**src/rtl/dbgtap_pkg.sv**
```systemverilog
package dbgtap_pkg;

   typedef enum logic [3:0] {
      S_TLR, S_RTI,
      S_SEL_DR, S_CAP_DR, S_SHIFT_DR, S_EX1_DR, S_PAUSE_DR, S_EX2_DR, S_UPD_DR,
      S_SEL_IR, S_CAP_IR, S_SHIFT_IR, S_EX1_IR, S_PAUSE_IR, S_EX2_IR, S_UPD_IR
   } tap_state_e;

   typedef enum logic [1:0] {
      DP_BYPASS, DP_IDCODE, DP_SELECT, DP_CHAIN
   } dr_path_e;

   // opcode values; all-ones is always the bypass opcode
   localparam int unsigned OP_IDCODE  = 1;
   localparam int unsigned OP_SCANSEL = 2;
   localparam int unsigned OP_INTEST  = 3;
   localparam int unsigned OP_EXTEST  = 4;
   localparam int unsigned OP_HALT    = 5;
   localparam int unsigned OP_RESTART = 6;
   localparam int unsigned OP_ICHAIN  = 7;

   function automatic tap_state_e tap_next(input tap_state_e s, input logic tms);
      tap_state_e n;
      case (s)
         S_TLR:      n = tms ? S_TLR      : S_RTI;
         S_RTI:      n = tms ? S_SEL_DR   : S_RTI;
         S_SEL_DR:   n = tms ? S_SEL_IR   : S_CAP_DR;
         S_CAP_DR:   n = tms ? S_EX1_DR   : S_SHIFT_DR;
         S_SHIFT_DR: n = tms ? S_EX1_DR   : S_SHIFT_DR;
         S_EX1_DR:   n = tms ? S_UPD_DR   : S_PAUSE_DR;
         S_PAUSE_DR: n = tms ? S_EX2_DR   : S_PAUSE_DR;
         S_EX2_DR:   n = tms ? S_UPD_DR   : S_SHIFT_DR;
         S_UPD_DR:   n = tms ? S_SEL_DR   : S_RTI;
         S_SEL_IR:   n = tms ? S_TLR      : S_CAP_IR;
         S_CAP_IR:   n = tms ? S_EX1_IR   : S_SHIFT_IR;
         S_SHIFT_IR: n = tms ? S_EX1_IR   : S_SHIFT_IR;
         S_EX1_IR:   n = tms ? S_UPD_IR   : S_PAUSE_IR;
         S_PAUSE_IR: n = tms ? S_EX2_IR   : S_PAUSE_IR;
         S_EX2_IR:   n = tms ? S_UPD_IR   : S_SHIFT_IR;
         S_UPD_IR:   n = tms ? S_SEL_DR   : S_RTI;
         default:    n = S_TLR;
      endcase
      return n;
   endfunction

endpackage

```
**src/rtl/dbgtap_fsm.sv**
```systemverilog
module dbgtap_fsm
   import dbgtap_pkg::*;
(
   input  logic       tck,
   input  logic       trst_n,
   input  logic       tms,
   output tap_state_e state
);

   always_ff @(posedge tck or negedge trst_n) begin
      if (!trst_n) state <= S_TLR;
      else         state <= tap_next(state, tms);
   end

endmodule

```
**src/rtl/dbgtap_ir.sv**
```systemverilog
module dbgtap_ir
   import dbgtap_pkg::*;
#(
   parameter int unsigned IR_W = 5
)(
   input  logic            tck,
   input  logic            trst_n,
   input  tap_state_e      state,
   input  logic            tdi,
   output logic [IR_W-1:0] ir_q,
   output logic            ir_so
);

   localparam logic [IR_W-1:0] IR_CAPTURE = IR_W'(1);
   localparam logic [IR_W-1:0] IR_RESET   = IR_W'(OP_IDCODE);

   logic [IR_W-1:0] ir_sr;

   always_ff @(posedge tck or negedge trst_n) begin
      if (!trst_n) begin
         ir_sr <= IR_CAPTURE;
         ir_q  <= IR_RESET;
      end else begin
         case (state)
            S_TLR:      ir_q  <= IR_RESET;
            S_CAP_IR:   ir_sr <= IR_CAPTURE;
            S_SHIFT_IR: ir_sr <= {tdi, ir_sr[IR_W-1:1]};
            S_UPD_IR:   ir_q  <= ir_sr;
            default: ;
         endcase
      end
   end

   assign ir_so = ir_sr[0];

endmodule

```
**src/rtl/dbgtap_chain.sv**
```systemverilog
module dbgtap_chain #(
   parameter int unsigned  W        = 8,
   parameter bit           HOLD     = 1'b0,
   parameter logic [W-1:0] INIT_VAL = '0
)(
   input  logic tck,
   input  logic trst_n,
   input  logic cap,
   input  logic shift,
   input  logic upd,
   input  logic wr,
   input  logic tdi,
   output logic so
);

   logic [W-1:0] sr;
   logic [W-1:0] cap_val;

   generate
      if (HOLD) begin : g_hold
         logic [W-1:0] hold;
         always_ff @(posedge tck or negedge trst_n) begin
            if (!trst_n)        hold <= INIT_VAL;
            else if (upd && wr) hold <= sr;
         end
         assign cap_val = hold;
      end else begin : g_const
         logic unused_ctl;
         assign unused_ctl = upd ^ wr;
         assign cap_val    = INIT_VAL;
      end
   endgenerate

   always_ff @(posedge tck or negedge trst_n) begin
      if (!trst_n)    sr <= '0;
      else if (cap)   sr <= cap_val;
      else if (shift) sr <= {tdi, sr[W-1:1]};
   end

   assign so = sr[0];

endmodule

```
**src/rtl/dbg_tap_chainsel.sv**
```systemverilog
module dbg_tap_chainsel
   import dbgtap_pkg::*;
#(
   parameter int unsigned      IR_W        = 5,
   parameter int unsigned      SEL_W       = 5,
   parameter int unsigned      NUM_CHAINS  = 8,
   parameter int unsigned      STAT_CHAIN  = 1,
   parameter int unsigned      INSTR_CHAIN = 4,
   parameter int unsigned      STAT_W      = 32,
   parameter int unsigned      STUB_W      = 8,
   parameter logic [31:0]      IDCODE_VAL  = 32'h3C5A_0F0B,
   parameter logic [STUB_W-1:0] STUB_SIG   = STUB_W'(8'hC0),
   parameter logic [STAT_W-1:0] STAT_RST   = '0
)(
   input  logic                  tck,
   input  logic                  trst_n,
   input  logic                  tms,
   input  logic                  tdi,
   output logic                  tdo,
   output logic                  tdo_en,
   output logic [SEL_W-1:0]      chain_sel,
   output logic                  chain_write,
   output logic [NUM_CHAINS-1:0] chain_capture,
   output logic [NUM_CHAINS-1:0] chain_shift,
   output logic [NUM_CHAINS-1:0] chain_update,
   output logic                  halt_req,
   output logic                  restart_req
);

   localparam int unsigned        CH_IW    = (NUM_CHAINS > 1) ? $clog2(NUM_CHAINS) : 1;
   localparam logic [SEL_W:0]     NUM_CH_L = (SEL_W+1)'(NUM_CHAINS);
   localparam logic [SEL_W-1:0]   SEL_CAP  = {1'b1, {(SEL_W-1){1'b0}}};
   localparam logic [SEL_W-1:0]   ICH_ID   = SEL_W'(INSTR_CHAIN);
   localparam logic [IR_W-1:0]    OPC_ID   = IR_W'(OP_IDCODE);
   localparam logic [IR_W-1:0]    OPC_SEL  = IR_W'(OP_SCANSEL);
   localparam logic [IR_W-1:0]    OPC_INT  = IR_W'(OP_INTEST);
   localparam logic [IR_W-1:0]    OPC_EXT  = IR_W'(OP_EXTEST);
   localparam logic [IR_W-1:0]    OPC_HALT = IR_W'(OP_HALT);
   localparam logic [IR_W-1:0]    OPC_RST  = IR_W'(OP_RESTART);
   localparam logic [IR_W-1:0]    OPC_ICH  = IR_W'(OP_ICHAIN);

   // elaboration-time parameter checks
   generate
      if (IR_W < 3)                      begin : g_bad_ir    $error("IR_W must be at least 3");            end
      if (SEL_W < 2)                     begin : g_bad_sel   $error("SEL_W must be at least 2");           end
      if (NUM_CHAINS < 2)                begin : g_bad_nch   $error("NUM_CHAINS must be at least 2");      end
      if (NUM_CHAINS > (1 << SEL_W))     begin : g_bad_span  $error("NUM_CHAINS exceeds SEL_W range");     end
      if (STAT_CHAIN >= NUM_CHAINS)      begin : g_bad_stat  $error("STAT_CHAIN out of range");            end
      if (INSTR_CHAIN >= NUM_CHAINS)     begin : g_bad_ich   $error("INSTR_CHAIN out of range");           end
      if (STAT_CHAIN == INSTR_CHAIN)     begin : g_bad_same  $error("status and instruction chains clash"); end
      if (STAT_W < 2 || STUB_W < 2)      begin : g_bad_w     $error("chain widths must be at least 2");    end
   endgenerate

   tap_state_e      state;
   logic [IR_W-1:0] ir_q;
   logic            ir_so;

   dbgtap_fsm u_fsm (
      .tck    (tck),
      .trst_n (trst_n),
      .tms    (tms),
      .state  (state)
   );

   dbgtap_ir #(.IR_W(IR_W)) u_ir (
      .tck    (tck),
      .trst_n (trst_n),
      .state  (state),
      .tdi    (tdi),
      .ir_q   (ir_q),
      .ir_so  (ir_so)
   );

   // instruction decode
   logic op_id, op_sel, op_int, op_ext, op_ich;
   assign op_id  = (ir_q == OPC_ID);
   assign op_sel = (ir_q == OPC_SEL);
   assign op_int = (ir_q == OPC_INT);
   assign op_ext = (ir_q == OPC_EXT);
   assign op_ich = (ir_q == OPC_ICH);

   // chain-number register and its check-pattern shifter
   logic [SEL_W-1:0] sel_sr;
   logic [SEL_W-1:0] chain_q;

   always_ff @(posedge tck or negedge trst_n) begin
      if (!trst_n) begin
         sel_sr  <= SEL_CAP;
         chain_q <= '0;
      end else if (state == S_TLR) begin
         chain_q <= '0;
      end else if (op_sel) begin
         case (state)
            S_CAP_DR:   sel_sr  <= SEL_CAP;
            S_SHIFT_DR: sel_sr  <= {tdi, sel_sr[SEL_W-1:1]};
            S_UPD_DR:   chain_q <= sel_sr;
            default: ;
         endcase
      end
   end

   logic [SEL_W-1:0] act_chain;
   logic             chain_ok;
   dr_path_e         path;

   assign act_chain = op_ich ? ICH_ID : chain_q;
   assign chain_ok  = (op_int || op_ext || op_ich) && ({1'b0, act_chain} < NUM_CH_L);

   always_comb begin
      if (op_id)         path = DP_IDCODE;
      else if (op_sel)   path = DP_SELECT;
      else if (chain_ok) path = DP_CHAIN;
      else               path = DP_BYPASS;
   end

   assign chain_sel   = act_chain;
   assign chain_write = op_ext || op_ich;
   assign halt_req    = (state == S_RTI) && (ir_q == OPC_HALT);
   assign restart_req = (state == S_RTI) && (ir_q == OPC_RST);

   // identifier and bypass registers
   logic [31:0] id_sr;
   logic        byp_q;

   always_ff @(posedge tck or negedge trst_n) begin
      if (!trst_n) begin
         id_sr <= IDCODE_VAL;
         byp_q <= 1'b0;
      end else begin
         if (path == DP_IDCODE) begin
            if (state == S_CAP_DR)        id_sr <= IDCODE_VAL;
            else if (state == S_SHIFT_DR) id_sr <= {tdi, id_sr[31:1]};
         end
         if (path == DP_BYPASS) begin
            if (state == S_CAP_DR)        byp_q <= 1'b0;
            else if (state == S_SHIFT_DR) byp_q <= tdi;
         end
      end
   end

   // per-chain strobes and chain registers
   logic [NUM_CHAINS-1:0] chain_so;

   generate
      for (genvar k = 0; k < NUM_CHAINS; k++) begin : g_ch
         localparam logic [SEL_W-1:0] K_ID = SEL_W'(k);
         logic hit;
         assign hit              = (path == DP_CHAIN) && (act_chain == K_ID);
         assign chain_capture[k] = hit && (state == S_CAP_DR);
         assign chain_shift[k]   = hit && (state == S_SHIFT_DR);
         assign chain_update[k]  = hit && (state == S_UPD_DR);

         if (k == STAT_CHAIN) begin : g_stat
            dbgtap_chain #(.W(STAT_W), .HOLD(1'b1), .INIT_VAL(STAT_RST)) u_chain (
               .tck    (tck),
               .trst_n (trst_n),
               .cap    (chain_capture[k]),
               .shift  (chain_shift[k]),
               .upd    (chain_update[k]),
               .wr     (chain_write),
               .tdi    (tdi),
               .so     (chain_so[k])
            );
         end else begin : g_stub
            dbgtap_chain #(.W(STUB_W), .HOLD(1'b0), .INIT_VAL(STUB_SIG | STUB_W'(k))) u_chain (
               .tck    (tck),
               .trst_n (trst_n),
               .cap    (chain_capture[k]),
               .shift  (chain_shift[k]),
               .upd    (chain_update[k]),
               .wr     (chain_write),
               .tdi    (tdi),
               .so     (chain_so[k])
            );
         end
      end
   endgenerate

   logic dr_so;
   always_comb begin
      case (path)
         DP_IDCODE: dr_so = id_sr[0];
         DP_SELECT: dr_so = sel_sr[0];
         DP_CHAIN:  dr_so = chain_so[act_chain[CH_IW-1:0]];
         default:   dr_so = byp_q;
      endcase
   end

   // serial output, launched on the falling edge
   always_ff @(negedge tck or negedge trst_n) begin
      if (!trst_n) begin
         tdo    <= 1'b0;
         tdo_en <= 1'b0;
      end else begin
         tdo_en <= (state == S_SHIFT_IR) || (state == S_SHIFT_DR);
         if (state == S_SHIFT_IR)      tdo <= ir_so;
         else if (state == S_SHIFT_DR) tdo <= dr_so;
         else                          tdo <= 1'b0;
      end
   end

endmodule

```
**config.mk**
```make
export PLATFORM = sky130hd
export DESIGN_NAME = dbg_tap_chainsel
export DESIGN_NICKNAME = d
export VERILOG_FILES = /design/src/rtl/dbgtap_pkg.sv /design/src/rtl/dbgtap_fsm.sv /design/src/rtl/dbgtap_ir.sv /design/src/rtl/dbgtap_chain.sv /design/src/rtl/dbg_tap_chainsel.sv
export SDC_FILE = /design/constraint.sdc
export NUM_CORES = 1
export LEC_CHECK = 0
export ABC_AREA = 0
export BUFFER_PORTS_ARGS = -buffer_cell sky130_fd_sc_hd__buf_2
export CAP_MARGIN = 20
export CORE_UTILIZATION = 45
export CTS_CLUSTER_DIAMETER = 60
export DETAILED_ROUTE_END_ITERATION = 7
export GPL_ROUTABILITY_DRIVEN = 0
export GPL_TIMING_DRIVEN = 0
export PLACE_DENSITY = 0.61
export SYNTH_ARGS = -nofsm -noshare
export SYNTH_HDL_FRONTEND = slang
export SYNTH_SLANG_ARGS = --single-unit
export TNS_END_PERCENT = 20
```
**constraint.sdc**
```tcl
create_clock -name tck -period 1.9 [get_ports tck]
set_input_delay 0.095 -clock tck [delete_from_list [all_inputs] [get_ports tck]]
set_output_delay 0.095 -clock tck [all_outputs]
set_load 0.05 [all_outputs]
```
Yosys cells after proc, flatten, opt, wreduce, memory -nomap -nowiden

Index checks and enable logic that the tools add are counted.

Output and inout bits: 34
Register bits after elaboration: 179
Bits of input ports: 4

Equality and inequality tests: 32
Reductions and logical operators: 63
Order comparisons: 2
Multiplexer cells: 48
Bitwise gates (word level): 1

Operators with widths:

| operator                                                              | number |
|---|---|
| 32-bit 2-to-1 mux                                                     | 4 |
| 8-bit 2-to-1 mux                                                      | 14 |
| 4-bit case mux with 12 select lines                                   | 1 |
| 5-bit by 3-bit == test with 1-bit output (second input constant)      | 8 |
| 1-bit logical AND                                                     | 36 |
| 4-bit == test (second input constant)                                 | 8 |
| 5-bit case mux with 2 select lines                                    | 3 |
| 2-bit nonzero test                                                    | 13 |
| 5-bit by 2-bit == test with 1-bit output (second input constant)      | 4 |
| 5-bit 2-to-1 mux                                                      | 4 |
| 4-bit by 3-bit == test with 1-bit output (second input constant)      | 4 |
| 4-bit 2-to-1 mux                                                      | 4 |
| 2-bit 2-to-1 mux                                                      | 6 |
| 5-bit by 1-bit == test with 1-bit output (second input constant)      | 2 |
| 4-bit by 2-bit == test with 1-bit output (second input constant)      | 2 |
| 1-bit 2-to-1 mux                                                      | 8 |
| 3-bit 2-to-1 mux                                                      | 2 |
| 2-bit AND reduction                                                   | 3 |
| 5-bit logical NOT                                                     | 1 |
| 5-bit by 4-bit < comparator with 1-bit output (second input constant) | 1 |
| 2-bit == test (second input constant)                                 | 2 |
| 4-bit by 1-bit == test with 1-bit output (second input constant)      | 1 |
| 4-bit logical NOT                                                     | 1 |
| 1-bit logical OR                                                      | 4 |
| other kinds (9)                                                       | 10 |

Logic depth before layout (Yosys ltp)

Word-level depth: 12
Depth in mapped cells: 8

Modules after synthesis

From an unflattened synthesis, not the netlist that was laid out.

Cell total of the unflattened synthesis: 754
Area total of the unflattened synthesis: 8318.0 um^2

Modules (own cells, without submodules):

| module                                    | area each (um^2) | cells an instance | times used |
|---|---|---|---|
| dbgtap_chain (g_ch[1].g_stat.u_chain)     | 2835.2           | 207               | 1 |
| dbg_tap_chainsel                          | 2376.0           | 282               | 1 |
| dbgtap_chain (g_ch[3].g_stub.u_chain ...) | 337.8            | 26                | 3 |
| dbgtap_chain (g_ch[2].g_stub.u_chain ...) | 335.3            | 26                | 2 |
| dbgtap_ir                                 | 435.4            | 46                | 1 |
| dbgtap_chain (g_ch[7].g_stub.u_chain)     | 340.3            | 26                | 1 |
| dbgtap_chain (g_ch[0].g_stub.u_chain)     | 332.8            | 26                | 1 |
| dbgtap_fsm                                | 314.1            | 37                | 1 |

==> run metrics <==
CTS Buf Count 17; reg2reg path depth 6; Nets 857; global route overflow 0; 1st-iter DRT viols 330; pre-CTS setup slack -0.9598 ns; dpl cells 1012; CP cell instances buf_6, and2_4, o221a_4, or3_4, a211oi_4, o32ai_2; slowest CP cell or3_4; status finished, violations left; Async S/R FF share, synth 100.0%; WP data arrival 1.99 ns; die width 135.8 µm; layout cells sized above 1 34.99%; clk_lat worst skew 0.43 ns; fillers 1363; Worst Tran Pin Value 0.9731 ns; Yosys Warn Count 0; ys flop type dfrtp_1; gr usage total 21.73%; port bufs 37; I/O Pins 38; Starting Density 46.40%; critical path class reg -> reg; clock buffer depth 2; most frequent cells in the layout dfrtp_1, nand2_1, buf_4; Final Max Slew Viols 0; Yosys reg bits 179; startpoint class of the critical path flip-flop; Worst EP required 1.18 ns; Final HPWL DP 11670 µm; die area 18430 µm²; Multi-input gate area 3592 µm²; PD cells 1114 nW/µm²; Final Instance Area 10560 µm²; VDD IR-drop max 0.9175 mV; Relative slew margins 34.53%; Largest stage delay, worst path 0.38 ns; DR pass1 iterations 4; Area after DPL 8660 µm²; vias post-DR 6051; Fin. Hold Viols 0; Synth cell types 60; Min-Delay Path Depth 3; Final ANT Viol Nets 0; syn nets 753; antenna violations before repair 0; most common cell after layout, fill and taps aside dfrtp_1; Core ar. 17360 µm²; area grow syn2layout 31.14%; die height 135.8 µm; Pleak 0.004719 µW; setup violators final 176; worst setup margin -0.8128 ns; number of global-route vias before repair 6112; maximum capacitance violations 0; worst hold-check path type in -> reg; largest net degree at the start of global routing 93; violated checks negative setup slack; clk sinks 179; average wire per cell in the routed design 17.02 µm; Layout Skew 0.02952 ns; Root Buffer clkbuf_16; Diodes inserted 0; Clock Pin Slew Worst Setup and Hold Paths 0.07 ns; Mapped Cells 749; first-pass GRT wire length 31190 µm; H-Tree Depth 4; Non-Filler Instances 1091; syn avg cell area 10.75 µm²; DRC 0; RSZ-0062 raised after global routing yes; Fin Hold WS 0.08225 ns; EDFF count, synth 0; CTS tree yes; total wire length 18570 µm; FP Rows 48; Cell Area, Synth 8053 µm²; sequential area share after synthesis 55.90%; CP endpoint kind flip-flop; Vias/cell 5.546; Reg area 4507 µm²; worst-path fanout max 7
-- cell families after synthesis --
family          share of synthesized area [%]
simple gates                            14.50
xor+xnor                               0.2176
flops                                   55.90
buf+inv                                 5.687
compound gates                          14.96
mux                                     8.732
-- synthesized netlist by cell type, types with 11 or more instances --
cell | number | share of area [%]
o21ai_0 | 44 | 2.7
o21ai_1 | 33 | 2.1
nor2_1 | 52 | 2.4
mux2i_1 | 32 | 4.0
clkbuf_1 | 20 | 0.93
mux2_1 | 32 | 4.5
dfrtp_1 | 159 | 49
nand3_1 | 17 | 1.1
nand2_1 | 116 | 5.4
o22a_1 | 18 | 2.0
a21oi_1 | 13 | 0.81
buf_4 | 25 | 2.3
a22o_1 | 35 | 3.8
dfstp_2 | 18 | 5.9
inv_1 | 11 | 0.51
-- timing repair --
| item | CTS | global route |
|---|---|---|
| hold buffers | 2 | 0 |
| endpoints found under the hold margin | 74 | 0 |
| pin swaps | 18 | 24 |
| setup endpoints to repair | 178 | 196 |
| gates cloned | 3 | 0 |
| setup buffers | 37 | 19 |
| gates resized for setup | 191 | 66 |
-- area by class of cell --
cell class,instances,share of cell area [%]
sequential,179,42.68
inverter,15,0.6280
clock buffer,20,4.325
clock inverter,12,1.244
tap,225,2.666
multi-input combinational,490,34.02
buffer,55,4.573
timing repair buffer,95,9.870
-- worst paths after layout --
kind                       slack [ns]    startpoint        endpoint
setup reg to reg                -0.81  u_ir.ir_q[1]             tdo
hold reg to reg                  0.48     id_sr[22]       id_sr[22]
max in group asynchronous        0.29        trst_n             tdo
hold / removal                   0.08           tms  u_fsm.state[2]
min in group asynchronous        0.28        trst_n       id_sr[18]
setup / recovery                -0.81  u_ir.ir_q[1]             tdo
-- power breakdown --
group / switching [µW] / total [µW] / internal (µW)
clock network: 1510 / 3520 / 2010
logic: 2080 / 3570 / 1490
registers: 307 / 4670 / 4370
-- critical path: cells and delay by family, from the launching register on --
kind / cells / cell delay [ns]
compound gates: 3 / 0.54
simple gates: 2 / 0.52
flops: 1 / 0.37
buf+inv: 1 / 0.13
-- per-layer routing --
metal	part of all wire, %	track usage (%)
met2	50	35.52
met5	0	0
met4	1.1	6.055
met1	45	29.17
met3	3.6	4.527
-- registers in the layout, summed over array words and instances, names as in the netlist --
register and flops:
g_ch.g_stat.u_chain.cap_val 32, sel_sr 5, tdo_en 1, g_ch.g_stub.u_chain.sr 56, u_ir.ir_q 5, u_fsm.state 4
g_ch.g_stat.u_chain.sr 32, id_sr 32, tdo 1, chain_q 5, u_ir.ir_sr 5, byp_q 1
-- through the flow --
step | power, µW | utilization (%) | TNS (ns)
after floorplan | 6687 | - | -6.156
after global placement | 7324 | 49.68 | -359.17
after detailed placement | 7439 | 49.89 | -36.97
after CTS | 11730 | 59.18 | -36.82
after global routing | 12440 | 60.84 | -65.41
final | 11770 | 60.84 | -40.89
No activity file was read; power rests on OpenSTA's default activity.
